--- src/rtl/iwk_pkg.sv ---
package iwk_pkg;
  localparam int unsigned IWK_CNT_W     = 16;
  localparam int unsigned IWK_BASE_LOG2 = 12;
  localparam int unsigned IWK_NUM_TAPS  = 5;
  localparam int unsigned IWK_SEL_W     = 3;
  localparam int unsigned IWK_STALL_CYC = 2;

  typedef enum logic {
    PM_RUN  = 1'b0,
    PM_IDLE = 1'b1
  } pm_state_e;
endpackage

--- src/rtl/iwk_rst_sync.sv ---
module iwk_rst_sync (
  input  logic clk_i,
  input  logic rst_ni,
  output logic rst_no
);
  logic s1_q, s2_q;

  always_ff @(posedge clk_i or negedge rst_ni) begin
    if (!rst_ni) begin
      s1_q <= 1'b0;
      s2_q <= 1'b0;
    end else begin
      s1_q <= 1'b1;
      s2_q <= s1_q;
    end
  end

  assign rst_no = s2_q;
endmodule

--- src/rtl/iwk_timer.sv ---
module iwk_timer #(
  parameter int unsigned CNT_W     = 16,
  parameter int unsigned BASE_LOG2 = 12,
  parameter int unsigned NUM_TAPS  = 5,
  parameter int unsigned SEL_W     = 3
) (
  input  logic             clk_i,
  input  logic             rst_ni,
  input  logic             tick_i,
  input  logic             tap_wr_i,
  input  logic [SEL_W-1:0] tap_sel_i,
  input  logic             load_i,
  input  logic [CNT_W-1:0] load_val_i,
  output logic             hit_o
);
  localparam logic [SEL_W-1:0] MAX_IDX = SEL_W'(NUM_TAPS - 1);

  logic [CNT_W-1:0]    cnt_q, cnt_d;
  logic [SEL_W-1:0]    tap_q, tap_d;
  logic [SEL_W-1:0]    eff_sel;
  logic [NUM_TAPS-1:0] tap_zero;
  logic                sel_zero;

  // Counter: no reset, advances only on the instruction tick
  always_comb begin
    cnt_d = cnt_q;
    if (load_i)      cnt_d = load_val_i;
    else if (tick_i) cnt_d = cnt_q - CNT_W'(1);
  end

  always_ff @(posedge clk_i) begin
    cnt_q <= cnt_d;
  end

  always_comb begin
    tap_d = tap_q;
    if (tap_wr_i) tap_d = tap_sel_i;
  end

  always_ff @(posedge clk_i or negedge rst_ni) begin
    if (!rst_ni) tap_q <= '0;
    else         tap_q <= tap_d;
  end

  // One zero-detect per tap boundary
  for (genvar t = 0; t < NUM_TAPS; t++) begin : g_tap
    localparam int unsigned HI = BASE_LOG2 + t;
    assign tap_zero[t] = ~|cnt_q[HI-1:0];
  end

  assign eff_sel = (tap_q > MAX_IDX) ? MAX_IDX : tap_q;

  always_comb begin
    sel_zero = 1'b0;
    for (int i = 0; i < NUM_TAPS; i++) begin
      if (eff_sel == SEL_W'(i)) sel_zero = tap_zero[i];
    end
  end

  assign hit_o = tick_i & sel_zero;

  p_hold_r3: assert property (@(posedge clk_i) disable iff (!rst_ni)
    (!tick_i && !load_i) |=> $stable(cnt_q))
    else $error("timer moved without tick");

  p_step_r3: assert property (@(posedge clk_i) disable iff (!rst_ni)
    (tick_i && !load_i) |=> (cnt_q == $past(cnt_q) - CNT_W'(1)))
    else $error("timer did not step by one");

  p_preload_r11: assert property (@(posedge clk_i) disable iff (!rst_ni)
    load_i |=> (cnt_q == $past(load_val_i)))
    else $error("preload not taken");
endmodule

--- src/rtl/iwk_pwr_ctrl.sv ---
module iwk_pwr_ctrl
  import iwk_pkg::*;
#(
  parameter int unsigned STALL_CYC = 2
) (
  input  logic clk_i,
  input  logic rst_ni,
  input  logic tick_i,
  input  logic idle_req_i,
  input  logic hit_i,
  input  logic mwake_i,
  output logic core_run_o,
  output logic stall_o
);
  localparam int unsigned SC_W = $clog2(STALL_CYC + 1);

  pm_state_e       state_q, state_d;
  logic [SC_W-1:0] stall_q, stall_d;
  logic            wake;
  logic            in_idle;

  assign in_idle = (state_q == PM_IDLE);
  assign wake    = hit_i | mwake_i;

  always_comb begin
    state_d = state_q;
    case (state_q)
      PM_RUN:  if (idle_req_i) state_d = PM_IDLE;
      PM_IDLE: if (wake)       state_d = PM_RUN;
      default: state_d = PM_RUN;
    endcase
  end

  always_comb begin
    stall_d = stall_q;
    if (in_idle && wake)                 stall_d = SC_W'(STALL_CYC);
    else if (tick_i && (stall_q != '0))  stall_d = stall_q - SC_W'(1);
  end

  always_ff @(posedge clk_i or negedge rst_ni) begin
    if (!rst_ni) begin
      state_q <= PM_RUN;
      stall_q <= '0;
    end else begin
      state_q <= state_d;
      stall_q <= stall_d;
    end
  end

  assign core_run_o = ~in_idle;
  assign stall_o    = (stall_q != '0);

  p_enter_idle_r2: assert property (@(posedge clk_i) disable iff (!rst_ni)
    (!in_idle && idle_req_i) |=> !core_run_o)
    else $error("idle request not taken");

  p_stay_idle_r2: assert property (@(posedge clk_i) disable iff (!rst_ni)
    (in_idle && !hit_i && !mwake_i) |=> in_idle)
    else $error("idle left without cause");

  p_hit_wake_r7: assert property (@(posedge clk_i) disable iff (!rst_ni)
    (in_idle && hit_i) |=> core_run_o)
    else $error("underflow did not wake");

  p_ext_wake_r8: assert property (@(posedge clk_i) disable iff (!rst_ni)
    (in_idle && mwake_i) |=> core_run_o)
    else $error("external wakeup ignored");

  p_stall_on_wake_r9: assert property (@(posedge clk_i) disable iff (!rst_ni)
    $fell(in_idle) |-> stall_o)
    else $error("no stall after wake");

  p_stall_hold_r9: assert property (@(posedge clk_i) disable iff (!rst_ni)
    (stall_o && !tick_i) |=> stall_o)
    else $error("stall ended without tick");
endmodule

--- src/rtl/iwk_pend.sv ---
module iwk_pend (
  input  logic clk_i,
  input  logic rst_ni,
  input  logic hit_i,
  input  logic clr_i,
  input  logic irq_en_i,
  output logic pend_o,
  output logic irq_o
);
  logic pend_q, pend_d;

  always_comb begin
    pend_d = pend_q;
    if (hit_i)      pend_d = 1'b1;
    else if (clr_i) pend_d = 1'b0;
  end

  always_ff @(posedge clk_i or negedge rst_ni) begin
    if (!rst_ni) pend_q <= 1'b0;
    else         pend_q <= pend_d;
  end

  assign pend_o = pend_q;
  assign irq_o  = pend_q & irq_en_i;

  p_hold_r6: assert property (@(posedge clk_i) disable iff (!rst_ni)
    (pend_q && !clr_i) |=> pend_q)
    else $error("pending dropped without clear");

  p_clear_r6: assert property (@(posedge clk_i) disable iff (!rst_ni)
    (clr_i && !hit_i) |=> !pend_q)
    else $error("clear not taken");
endmodule

--- src/rtl/idle_wake_ctrl.sv ---
module idle_wake_ctrl
  import iwk_pkg::*;
#(
  parameter int unsigned CNT_W     = IWK_CNT_W,
  parameter int unsigned BASE_LOG2 = IWK_BASE_LOG2,
  parameter int unsigned NUM_TAPS  = IWK_NUM_TAPS,
  parameter int unsigned SEL_W     = IWK_SEL_W,
  parameter int unsigned STALL_CYC = IWK_STALL_CYC
) (
  input  logic             clk_i,
  input  logic             rst_ni,
  input  logic             icyc_en_i,
  input  logic             idle_req_i,
  input  logic             tap_wr_i,
  input  logic [SEL_W-1:0] tap_sel_i,
  input  logic             irq_en_i,
  input  logic             pend_clr_i,
  input  logic             mwake_i,
  input  logic             tst_load_i,
  input  logic [CNT_W-1:0] tst_value_i,
  output logic             core_run_o,
  output logic             stall_o,
  output logic             pend_o,
  output logic             irq_o
);
  logic rst_n;
  logic hit;

  iwk_rst_sync u_rst (
    .clk_i  (clk_i),
    .rst_ni (rst_ni),
    .rst_no (rst_n)
  );

  iwk_timer #(
    .CNT_W     (CNT_W),
    .BASE_LOG2 (BASE_LOG2),
    .NUM_TAPS  (NUM_TAPS),
    .SEL_W     (SEL_W)
  ) u_timer (
    .clk_i      (clk_i),
    .rst_ni     (rst_n),
    .tick_i     (icyc_en_i),
    .tap_wr_i   (tap_wr_i),
    .tap_sel_i  (tap_sel_i),
    .load_i     (tst_load_i),
    .load_val_i (tst_value_i),
    .hit_o      (hit)
  );

  iwk_pwr_ctrl #(
    .STALL_CYC (STALL_CYC)
  ) u_ctrl (
    .clk_i      (clk_i),
    .rst_ni     (rst_n),
    .tick_i     (icyc_en_i),
    .idle_req_i (idle_req_i),
    .hit_i      (hit),
    .mwake_i    (mwake_i),
    .core_run_o (core_run_o),
    .stall_o    (stall_o)
  );

  iwk_pend u_pend (
    .clk_i    (clk_i),
    .rst_ni   (rst_n),
    .hit_i    (hit),
    .clr_i    (pend_clr_i),
    .irq_en_i (irq_en_i),
    .pend_o   (pend_o),
    .irq_o    (irq_o)
  );

  p_hit_sets_pend_r4: assert property (@(posedge clk_i) disable iff (!rst_n)
    hit |=> pend_o)
    else $error("underflow did not set pending");

  p_reset_run_r10: assert property (@(posedge clk_i)
    !rst_ni |-> (core_run_o && !pend_o && !stall_o))
    else $error("reset did not end idle");
endmodule

--- config.mk ---
export PLATFORM = sky130hd
export DESIGN_NAME = idle_wake_ctrl
export DESIGN_NICKNAME = d
export VERILOG_FILES = /design/src/rtl/iwk_pkg.sv /design/src/rtl/iwk_rst_sync.sv /design/src/rtl/iwk_timer.sv /design/src/rtl/iwk_pwr_ctrl.sv /design/src/rtl/iwk_pend.sv /design/src/rtl/idle_wake_ctrl.sv
export SDC_FILE = /design/constraint.sdc
export NUM_CORES = 1
export LEC_CHECK = 0
export BUFFER_PORTS_ARGS = -buffer_cell sky130_fd_sc_hd__buf_2
export CAP_MARGIN = 10
export CORE_ASPECT_RATIO = 1.1
export CORE_MARGIN = 1.5
export CORE_UTILIZATION = 47
export CTS_BUF_LIST = sky130_fd_sc_hd__clkbuf_16
export DETAILED_ROUTE_END_ITERATION = 12
export PLACE_DENSITY = 0.79
export SLEW_MARGIN = 5
export SYNTH_ARGS = -nofsm -noshare
export SYNTH_HDL_FRONTEND = slang
export SYNTH_SLANG_ARGS = --single-unit
--- constraint.sdc ---
create_clock -name clk_i -period 0.8 [get_ports clk_i]
set_clock_uncertainty 0.05 [all_clocks]
set_input_delay 0.16 -clock clk_i [delete_from_list [all_inputs] [get_ports clk_i]]
set_output_delay 0.16 -clock clk_i [all_outputs]
set_load 0.005 [all_outputs]
Word level (Yosys, flattened, before mapping)
Cells that the tools add are included.

word-level totals
  bits in registers = 25
  bits of input ports = 28
  output and inout bits = 4
  word-level logic and storage cells = 50

operators by class
  add/sub/neg operators = 2
  $lt $le $gt $ge = 1
  equality and inequality tests = 4
  muxes and demuxes = 15
  bitwise operators = 4
  reduce and logical (&&, ||, !) cells = 17

operator list
  cell                                                                    number
  16-bit 2-to-1 mux                                                       2
  16-bit OR reduction                                                     1
  16-bit by 1-bit subtractor with 16-bit output (second input constant)   1
  15-bit OR reduction                                                     1
  14-bit OR reduction                                                     1
  13-bit OR reduction                                                     1
  12-bit OR reduction                                                     1
  1-bit 2-to-1 mux                                                        9
  2-bit nonzero test                                                      4
  3-bit by 2-bit equality test with 1-bit output (second input constant)  2
  1-bit zero test                                                         5
  2-bit 2-to-1 mux                                                        2
  3-bit by 1-bit equality test with 1-bit output (second input constant)  1
  3-bit equality test (second input constant)                             1
  3-bit greater-than comparator (second input constant)                   1
  3-bit zero test                                                         1
  3-bit 2-to-1 mux                                                        1
  1-bit AND                                                               2
  1-bit logical AND                                                       2
  1-bit case mux with 2 select lines                                      1
  2-bit by 1-bit subtractor with 2-bit output (second input constant)     1
  1-bit inverter                                                          1
  1-bit OR                                                                1

Logic depth before layout (Yosys ltp)
Gate-level depths: netlist of run 1.

  depth after elaboration = 12
  mapped depth = 6

Modules after synthesis
From an unflattened synthesis of run 1, not the netlist that was laid out.

unflattened totals
  cells, all modules = 129
  area, all modules = 1,355.0 um^2

by module, submodules not included
  module        times used  cells each  area an instance (um^2)  sequential area each (um^2)
  iwk_timer     1           107         1,103.6                  555.5
  iwk_pwr_ctrl  1           15          155.1                    75.1
  iwk_rst_sync  1           3           53.8                     50.0
  iwk_pend      1           4           42.5                     25.0

Worst setup path before layout of run 1
OpenSTA, ideal clock, no wires.

  path type = reg2reg
  from = register u_timer.cnt_q[0]
  to = register u_timer.cnt_q[10], data pin
  arrival = 1,551 ps
  required time = 482 ps
  setup slack = -1,069 ps
  stages on the path, launching flop included = 7
  path buffers = 0
  period minus slack after synthesis = 1,869 ps
  cell sequence = edfxtp_1 > inv_1 > ha_1 > nor3b_1 > nand4b_1 > xor2_1 > o21ai_0

on the way
  word-level cells in the longest chain between the ends = 3

ends and longest elaborated chain
  element                                        RTL line         text
  start: declaration                             iwk_timer.sv:18  logic [CNT_W-1:0] cnt_q, cnt_d;
  start signal: assignment                       iwk_timer.sv:32  cnt_q <= cnt_d;
  16-bit by 1-bit subtractor with 16-bit output  iwk_timer.sv:28  else if (tick_i) cnt_d = cnt_q - CNT_W'(1);
  16-bit 2-to-1 mux                              iwk_timer.sv:28
  16-bit 2-to-1 mux                              iwk_timer.sv:27  if (load_i) cnt_d = load_val_i;
  net u_timer.cnt_d[10]                          iwk_timer.sv:18

The timed path passes the listed nets, and every way through them passes these cells. The select of a mux whose other input is x is not followed.
A chain may end at the register's enable or synchronous reset.

Final worst setup path of run 1
  from = register u_timer.cnt_q[1]
  to = register u_timer.cnt_q[15], data pin

Same word-level chain as after synthesis.

==> qor.yml, run 1 <==
layout:
  drive_above_1_share_pct: 51.0
  final_util_pct: 77.0
  final_area_um2: 2140
  antennaDiodeCount: 0
  nFillCells: 200
  fin_nets: 238
  multiInputGateArea_um2: 776
  regArea_um2: 706
  areaGrowthSynthToFinish_pct: 56.5
synthesis:
  ys.flop_type: "edfxtp_1"
  synth_top_family_by_area: "simple AND/OR/NAND/NOR gates"
  synthSimpleGateAreaFrac_pct: 20.1
  synth_mux_area_share_pct: 3.21
  ys_warn_count: 0
  syn_area_um2: 1370
  synth.distinct_cells: 34
  syn_area_per_cell_um2: 10.3
  ys_ff_latch: 25
  synthTopCellsByCount: "nand2_1 (19), edfxtp_1 (16), o21ai_0 (15)"
  synth_most_common_cell: "nand2_1"
  synthXorXnorAreaFrac_pct: 8.33
  ys_async_sr_fraction_pct: 36.0
  ys_seq_area_share_pct: 51.6
  synth_edf_count: 16
  yosys.area.top_type_share_pct: 35.2
  synth_compound_area_share_pct: 10.3
  syn_nets: 164
  synth_cells: 133
  synth_area_leaders: "edfxtp_1 (35%), dfrtp_1 (16%), xor2_1 (5.8%)"
  synth_largest_area_cell: "edfxtp_1"
  synth_fa_ha_area_share_pct: 2.75
timing:
  min_period_ns: 1.76
  fin_ws_ns: -0.959
  setup_viol: 27
  rsz0062_at_grt: "true"
  tns_ns: -17.25
  hold_violations: 0
  fmax_mhz: 569
  slew_viol_final: 0
  period_share_pct: 220
setup_path:
  worstSetupEndpointType: "flip-flop"
  r2r_cells: 7
  cp_max_fo: 2
  crit_type: "flip-flop to flip-flop"
  worstPathRequired_ns: 0.74
  cp_data_arrival_time_ns: 1.70
  startpoint_type: "flip-flop"
grt:
  grt_max_degree: 22
  grt_usage_pct: 23.2
  grt.overflow.total: 0
  antenna_found_initial: 0
  grt_pass1_vias: 1329
  grt_pass1_wl_um: 5440
floorplanning:
  ioPinCount: 32
  dieArea_um2: 3240
  core_area_um2: 2780
  die_w_um: 54.4
  die-height_um: 59.6
  start_util_pct: 49.2
  placementRows: 20
routing:
  vias_per_cell: 5.24
  firstDrtPassIters: 4
  drc: 0
  wl_um: 3450
  ant_nets: 0
  drtIter0Drc: 16
  dr_total_vias: 1253
  detail_route.wl_per_cell_um: 14.4
place:
  io_buffers: 31
  gp_congestion: 0.866
  hpwl_um: 2340
  place_ws_ns: -1.01
  detailed_place.area_um2: 1850
min_path:
  hold_path_depth: 2
  hold_class: "input pin to flip-flop"
clock_network:
  cts-htree-levels: 1
  clock_latency_ns: 0.25
  cts_root_buf: "clkbuf_16"
  tritoncts: "yes"
  numCtsBuffers: 3
  cts.reportedPaths.clkPinSlew_ns: 0.06
  clock_tree.buffer_depth: 2
  cts.sinks: 25
pwr:
  peakVddDrop_mv: 1.67
  p_leak_nw: 0.909
  power_density_nw_per_um2: 1960
flow_run:
  drv_cap: 0
outcome:
  status: "complete, but fails checks"
  violations: "setup timing"
-- routing by layer --
metal	track usage (%)	part of all wire (%)	vias to the layer above
met3	4.29	4.0	12
met5	0	0	-
li1	-	-	621
met4	10.7	3.4	0
met1	24.3	39	580
met2	43.2	54	40
-- worst paths after layout --
| path | slack [ns] | from | endpoint |
|---|---|---|---|
| max reg2reg | -0.96 | u_timer.cnt_q[1] | u_timer.cnt_q[15] |
| min | 0.04 | pend_clr_i | u_pend.pend_o |
| max in group asynchronous | 0.41 | u_rst.rst_no | u_ctrl.in_idle |
| min in group asynchronous | 0.06 | u_rst.rst_no | u_timer.tap_q[0] |
| min reg2reg | 0.06 | u_rst.rst_no | u_timer.tap_q[0] |
| max | -0.96 | u_timer.cnt_q[1] | u_timer.cnt_q[15] |
-- worst max-delay path, cell delays in order (launching register included) --
cell      delay [ns]
edfxtp_1        0.42
buf_6           0.15
nor4_4          0.26
nand4_1         0.18
buf_4           0.17
buf_4           0.12
nand2_2         0.07
nand3_2         0.08
-- state kept, by name (all words and copies together) (netlist names) --
name and flops:
u_ctrl.stall_q 2, u_timer.cnt_q 16, u_rst.rst_no 1, u_ctrl.in_idle 1
u_timer.tap_q 3, u_rst.s1_q 1, u_pend.pend_o 1
-- repair_timing --
action	4_1_cts	5_1_grt
hold buffers	1	0
endpoints found under the setup margin	27	27
buffers inserted	8	2
pin swaps	9	15
endpoints found under the hold margin	2	0
resized for setup	18	15
-- placed cells by master, fill, tap and decap left out, drive strengths merged, types with 3 or more instances in the layout --
cell type  instances
ha                 3
edfxtp            16
clkbuf             3
nand4              4
inv               10
xor2               9
nor4               4
o21ai             15
nor2b              3
mux2               3
nand3              5
xnor2              4
nor2               6
dfrtp              9
buf               71
nand2             19
-- kinds of logic (layout without fill, tap and decap cells) --
kind of cell / Yosys count / count (layout)
adder cells (fa/ha/maj): 3 / 3
AO/OA/AOI/OAI: 24 / 24
other: 1 / 1
flip-flops: 25 / 25
multiplexers: 4 / 4
buffers and inverters: 12 / 85
AND/OR/NAND/NOR: 51 / 51
XOR/XNOR: 13 / 13
-- report_power, final --
part / leakage (nW) / total (W) / switching [W] / internal, W
Clock: 0.0423 / 0.00107 / 0.000406 / 0.000667
Combinational: 0.593 / 0.00137 / 0.000592 / 0.000776
Sequential: 0.274 / 0.00175 / 0.000163 / 0.00159
Total: 0.909 / 0.00419 / 0.00116 / 0.00303
-- cell type report --
cell class | instances | share of cell area, %
Clock buffer | 3 | 3.51
Sequential cell | 25 | 33.0
Tap cell | 33 | 1.93
Timing Repair Buffer | 72 | 23.5
Clock inverter | 1 | 0.176
Inverter | 9 | 1.58
Multi-Input combinational cell | 96 | 36.3
-- through the flow --
stage          hold WS [ns]  power [W]  instances
4_1_cts              0.0343    0.00409        237
2_1_floorplan        -0.186    0.00233        133
6_report             0.0383    0.00419        239
3_5_place_dp         -0.104    0.00281        224
5_1_grt              0.0518    0.00442        239
3_3_place_gp         -0.105    0.00275        224
No activity file was read; power rests on OpenSTA's default activity.
==> run 2: changes to the inputs <==
--- a/config.mk
+++ b/config.mk
@@ -9,10 +9,10 @@
 export CAP_MARGIN = 10
 export CORE_ASPECT_RATIO = 1.1
 export CORE_MARGIN = 1.5
-export CORE_UTILIZATION = 47
+export CORE_UTILIZATION = 56
 export CTS_BUF_LIST = sky130_fd_sc_hd__clkbuf_16
 export DETAILED_ROUTE_END_ITERATION = 12
-export PLACE_DENSITY = 0.79
+export PLACE_DENSITY = 0.88
 export SLEW_MARGIN = 5
 export SYNTH_ARGS = -nofsm -noshare
 export SYNTH_HDL_FRONTEND = slang
==> constraint.sdc (replaced) <==
create_clock -name clk_i -period 2.15 [get_ports clk_i]
set_clock_uncertainty 0.05 [all_clocks]
set_input_delay 0.43 -clock clk_i [delete_from_list [all_inputs] [get_ports clk_i]]
set_output_delay 0.43 -clock clk_i [all_outputs]
set_load 0.1 [all_outputs]
==> run 2 against run 1 <==
Net effect:
- the flow now finishes without violations
- first-iteration DRC count rose by 110%
- worst hold slack improved by 0.029 ns
- sequential share of layout area rose by 9.5 points
- total power fell by 66%
- die area fell by 15%
- worst setup slack improved by 1.1 ns
- largest cell class is now registers
==> qor.yml, run 2 (same netlist as run 1, synthesis figures left out) <==
setup_path:
  worstPathRequired_ns: 2.30  # was 0.74 ns
  cpPeakStageDelay_ns: 0.61  # was 0.42 ns
  cp_max_fo: 5  # was 2
  cp_cell_sequence: "nor4_1, nand2_1, o31ai_1, a221o_1"  # was buf_6, nor4_4, nand4_1, buf_4, buf_4, nand2_2, nand3_2
  worstSetupEndpointType: "flip-flop"  # unchanged
  startpoint_type: "flip-flop"  # unchanged
  crit_type: "flip-flop to flip-flop"  # unchanged
  path_delay_family: "simple AND/OR/NAND/NOR gates"  # unchanged
  cp_data_arrival_time_ns: 2.12  # was 1.70 ns
  cp_num_buf_inv: 0  # was 3
  cpMaxStageDelayCell: "nor4_1"  # was edfxtp_1
clock_network:
  cts_root_buf: "clkbuf_16"  # unchanged
  post_cts_buffers: 0  # was 8
  cts.reportedPaths.clkPinSlew_ns: 0.06  # about the same
  cts-htree-levels: 1  # unchanged
  cts.sinks: 25  # unchanged
  tritoncts: "yes"  # unchanged
  clock_tree.buffer_depth: 2  # unchanged
  numCtsBuffers: 3  # unchanged
  cts-resized-gates: 0  # was 18
  clock_latency_ns: 0.26  # was 0.25 ns
layout:
  fin_nets: 201  # was 238
  largest_reg_flops: 16  # unchanged
  biggestRegsByFlops: "u_timer.cnt_q: 16 flops, u_timer.tap_q: 3 flops, u_ctrl.stall_q: 2 flops"  # unchanged
  drive_above_1_share_pct: 26.0  # was 51.0%
  final_cell_mix: "buf_2 (31), nand2_1 (19), edfxtp_1 (16), o21ai_0 (15), inv_1 (10)"  # was buf_4 (35), buf_2 (28), nand2_1 (17), edfxtp_1 (16), o21ai_1 (11)
  areaGrowthSynthToFinish_pct: 21.5  # was 56.5%
  final_common_cell: "buf_2"  # was buf_4
  largest-register: "u_timer.cnt_q"  # unchanged
  final_util_pct: 73.0  # was 77.0%
  final_area_um2: 1660  # was 2140 um^2
  antennaDiodeCount: 0  # unchanged
pwr:
  peakVddDrop_mv: 0.517  # was 1.67 mV
  power.internal_w: 0.000971  # was 0.00303 W
  p_leak_nw: 0.697  # was 0.909 nW
  p_total_w: 0.00142  # was 0.00419 W
  combPwrFrac_pct: 25.2  # was 32.7%
  switchingPower_w: 0.000452  # was 0.00116 W
  pwr-share-clk_pct: 28.4  # was 25.6%
  pwr-share-seq_pct: 46.3  # was 41.7%
  power_density_nw_per_um2: 857  # was 1960 nW/um^2
  swShare_pct: 31.8  # was 27.7%
timing:
  timing.hold.ws_ns: 0.0673  # was 0.0383 ns
  worst_pin_slew_ns: 0.620
  setup_viol: 0  # was 27
  relSlewSlack_pct: 58.3
  min_period_ns: 1.98  # was 1.76 ns
  tns_ns: 0  # was -17.25 ns
  rsz0062_at_grt: "false"  # was true
  slew_viol_final: 0  # unchanged
  fmax_mhz: 505  # was 569 MHz
  period_share_pct: 92.0  # was 220%
  hold_violations: 0  # unchanged
routing:
  firstDrtPassIters: 4  # unchanged
  ant_nets: 0  # unchanged
  wl_um: 3020  # was 3450 um
  dr_total_vias: 1142  # was 1253
  detail_route.wl_per_cell_um: 15.2  # was 14.4 um
  vias_per_cell: 5.74  # was 5.24
  drc: 0  # unchanged
  drtIter0Drc: 33  # was 16
grt:
  antenna_found_initial: 0  # unchanged
  grt_max_degree: 34  # was 22
  grt_usage_pct: 24.2  # was 23.2%
  grt.overflow.total: 0  # unchanged
  grt_pass1_vias: 1126  # was 1329
  grt_pass1_wl_um: 4910  # was 5440 um
floorplanning:
  ioPinCount: 32  # unchanged
  dieArea_um2: 2750  # was 3240 um^2
  die_w_um: 50.1  # was 54.4 um
  die-height_um: 54.8  # was 59.6 um
  core_area_um2: 2270  # was 2780 um^2
  placementRows: 18  # was 20
  start_util_pct: 60.1  # was 49.2%
min_path:
  hold_class: "flip-flop to async pin"  # was input pin to flip-flop
outcome:
  status: "finished, final reports clean"  # was complete, but fails checks
place:
  gp_congestion: 0.820  # was 0.866
  hpwl_um: 2100  # was 2340 um
  io_buffers: 31  # unchanged
  detailed_place.area_um2: 1570  # was 1850 um^2
flow_run:
  drv_cap: 0  # unchanged
-- run 2: changes by cell type in the layout (fill, tap and decap cells not counted), moves of 4 or more --
cell / before / now
nand3_1: 1 / 5
buf_4: 35 / 3
o21ai_0: 3 / 15
o21ai_1: 11 / 0
inv_2: 6 / 0
buf_6: 8 / 0
inv_1: 4 / 10
-- run 2: routing by layer --
metal / part of all wire (%) / global-route usage [%] / wire length (um) / vias up
met5: 0 / 0 / 0 / -
met4: 3.1 / 12.5 / 94 / 0
met3: 5.8 / 3.28 / 174 / 10
met2: 51 / 45.2 / 1530 / 54
met1: 40 / 27.4 / 1220 / 533
li1: - / - / - / 545
-- run 2: path summary, 6_finish.rpt --
path	start	to	slack (ns)	depth (start not counted)
max in group asynchronous	rst_ni	u_rst.rst_no	1.52	2
max reg2reg	u_timer.cnt_q[6]	u_ctrl.stall_q[1]	0.17	4
min in group clk_i	pend_clr_i	u_pend.pend_o	0.30	2
min reg2reg	u_rst.rst_no	u_pend.pend_o	0.07	0
max	u_timer.cnt_q[6]	u_ctrl.stall_q[1]	0.17	4
min	u_rst.rst_no	u_pend.pend_o	0.07	0
-- run 2: repair_timing --
item | in CTS | in global routing
endpoints found under the setup margin | 0 | 0
hold buffers | 1 | 0
endpoints found under the hold margin | 2 | 0
-- run 2: power by group through the flow --
| stage | registers [W] | clock network (W) | logic (W) |
|---|---|---|---|
| 2_1_floorplan | 0.000647 | 0 | 0.000266 |
| 3_3_place_gp | 0.000658 | 0 | 0.000332 |
| 3_5_place_dp | 0.000665 | 0 | 0.000350 |
| 4_1_cts | 0.000656 | 0.000408 | 0.000360 |
| 5_1_grt | 0.000667 | 0.000427 | 0.000399 |
| 6_report | 0.000659 | 0.000404 | 0.000359 |
-- run 2: final cells by class --
cell class,instances,area (um^2)
repair buffers,35,188
inverters,9,33.8
multi-input cells,96,617
clock buffers,3,75.1
fillers,166,614
well taps,30,37.5
clock inverters,1,3.75
flip-flops and latches,25,706
-- run 2: worst reg2reg max path, stage by stage, from the launching register on --
cell and delay, ns:
edfxtp_1 0.47, nor4_1 0.61, nand2_1 0.18, o31ai_1 0.41
a221o_1 0.21
-- run 2: metrics by stage --
stage               setup WS, ns  std cells
CTS                        0.183        199
finish                     0.171        199
global route              0.0499        199
detailed placement         0.250        194
global placement           0.369        194
floorplan                  0.148        133
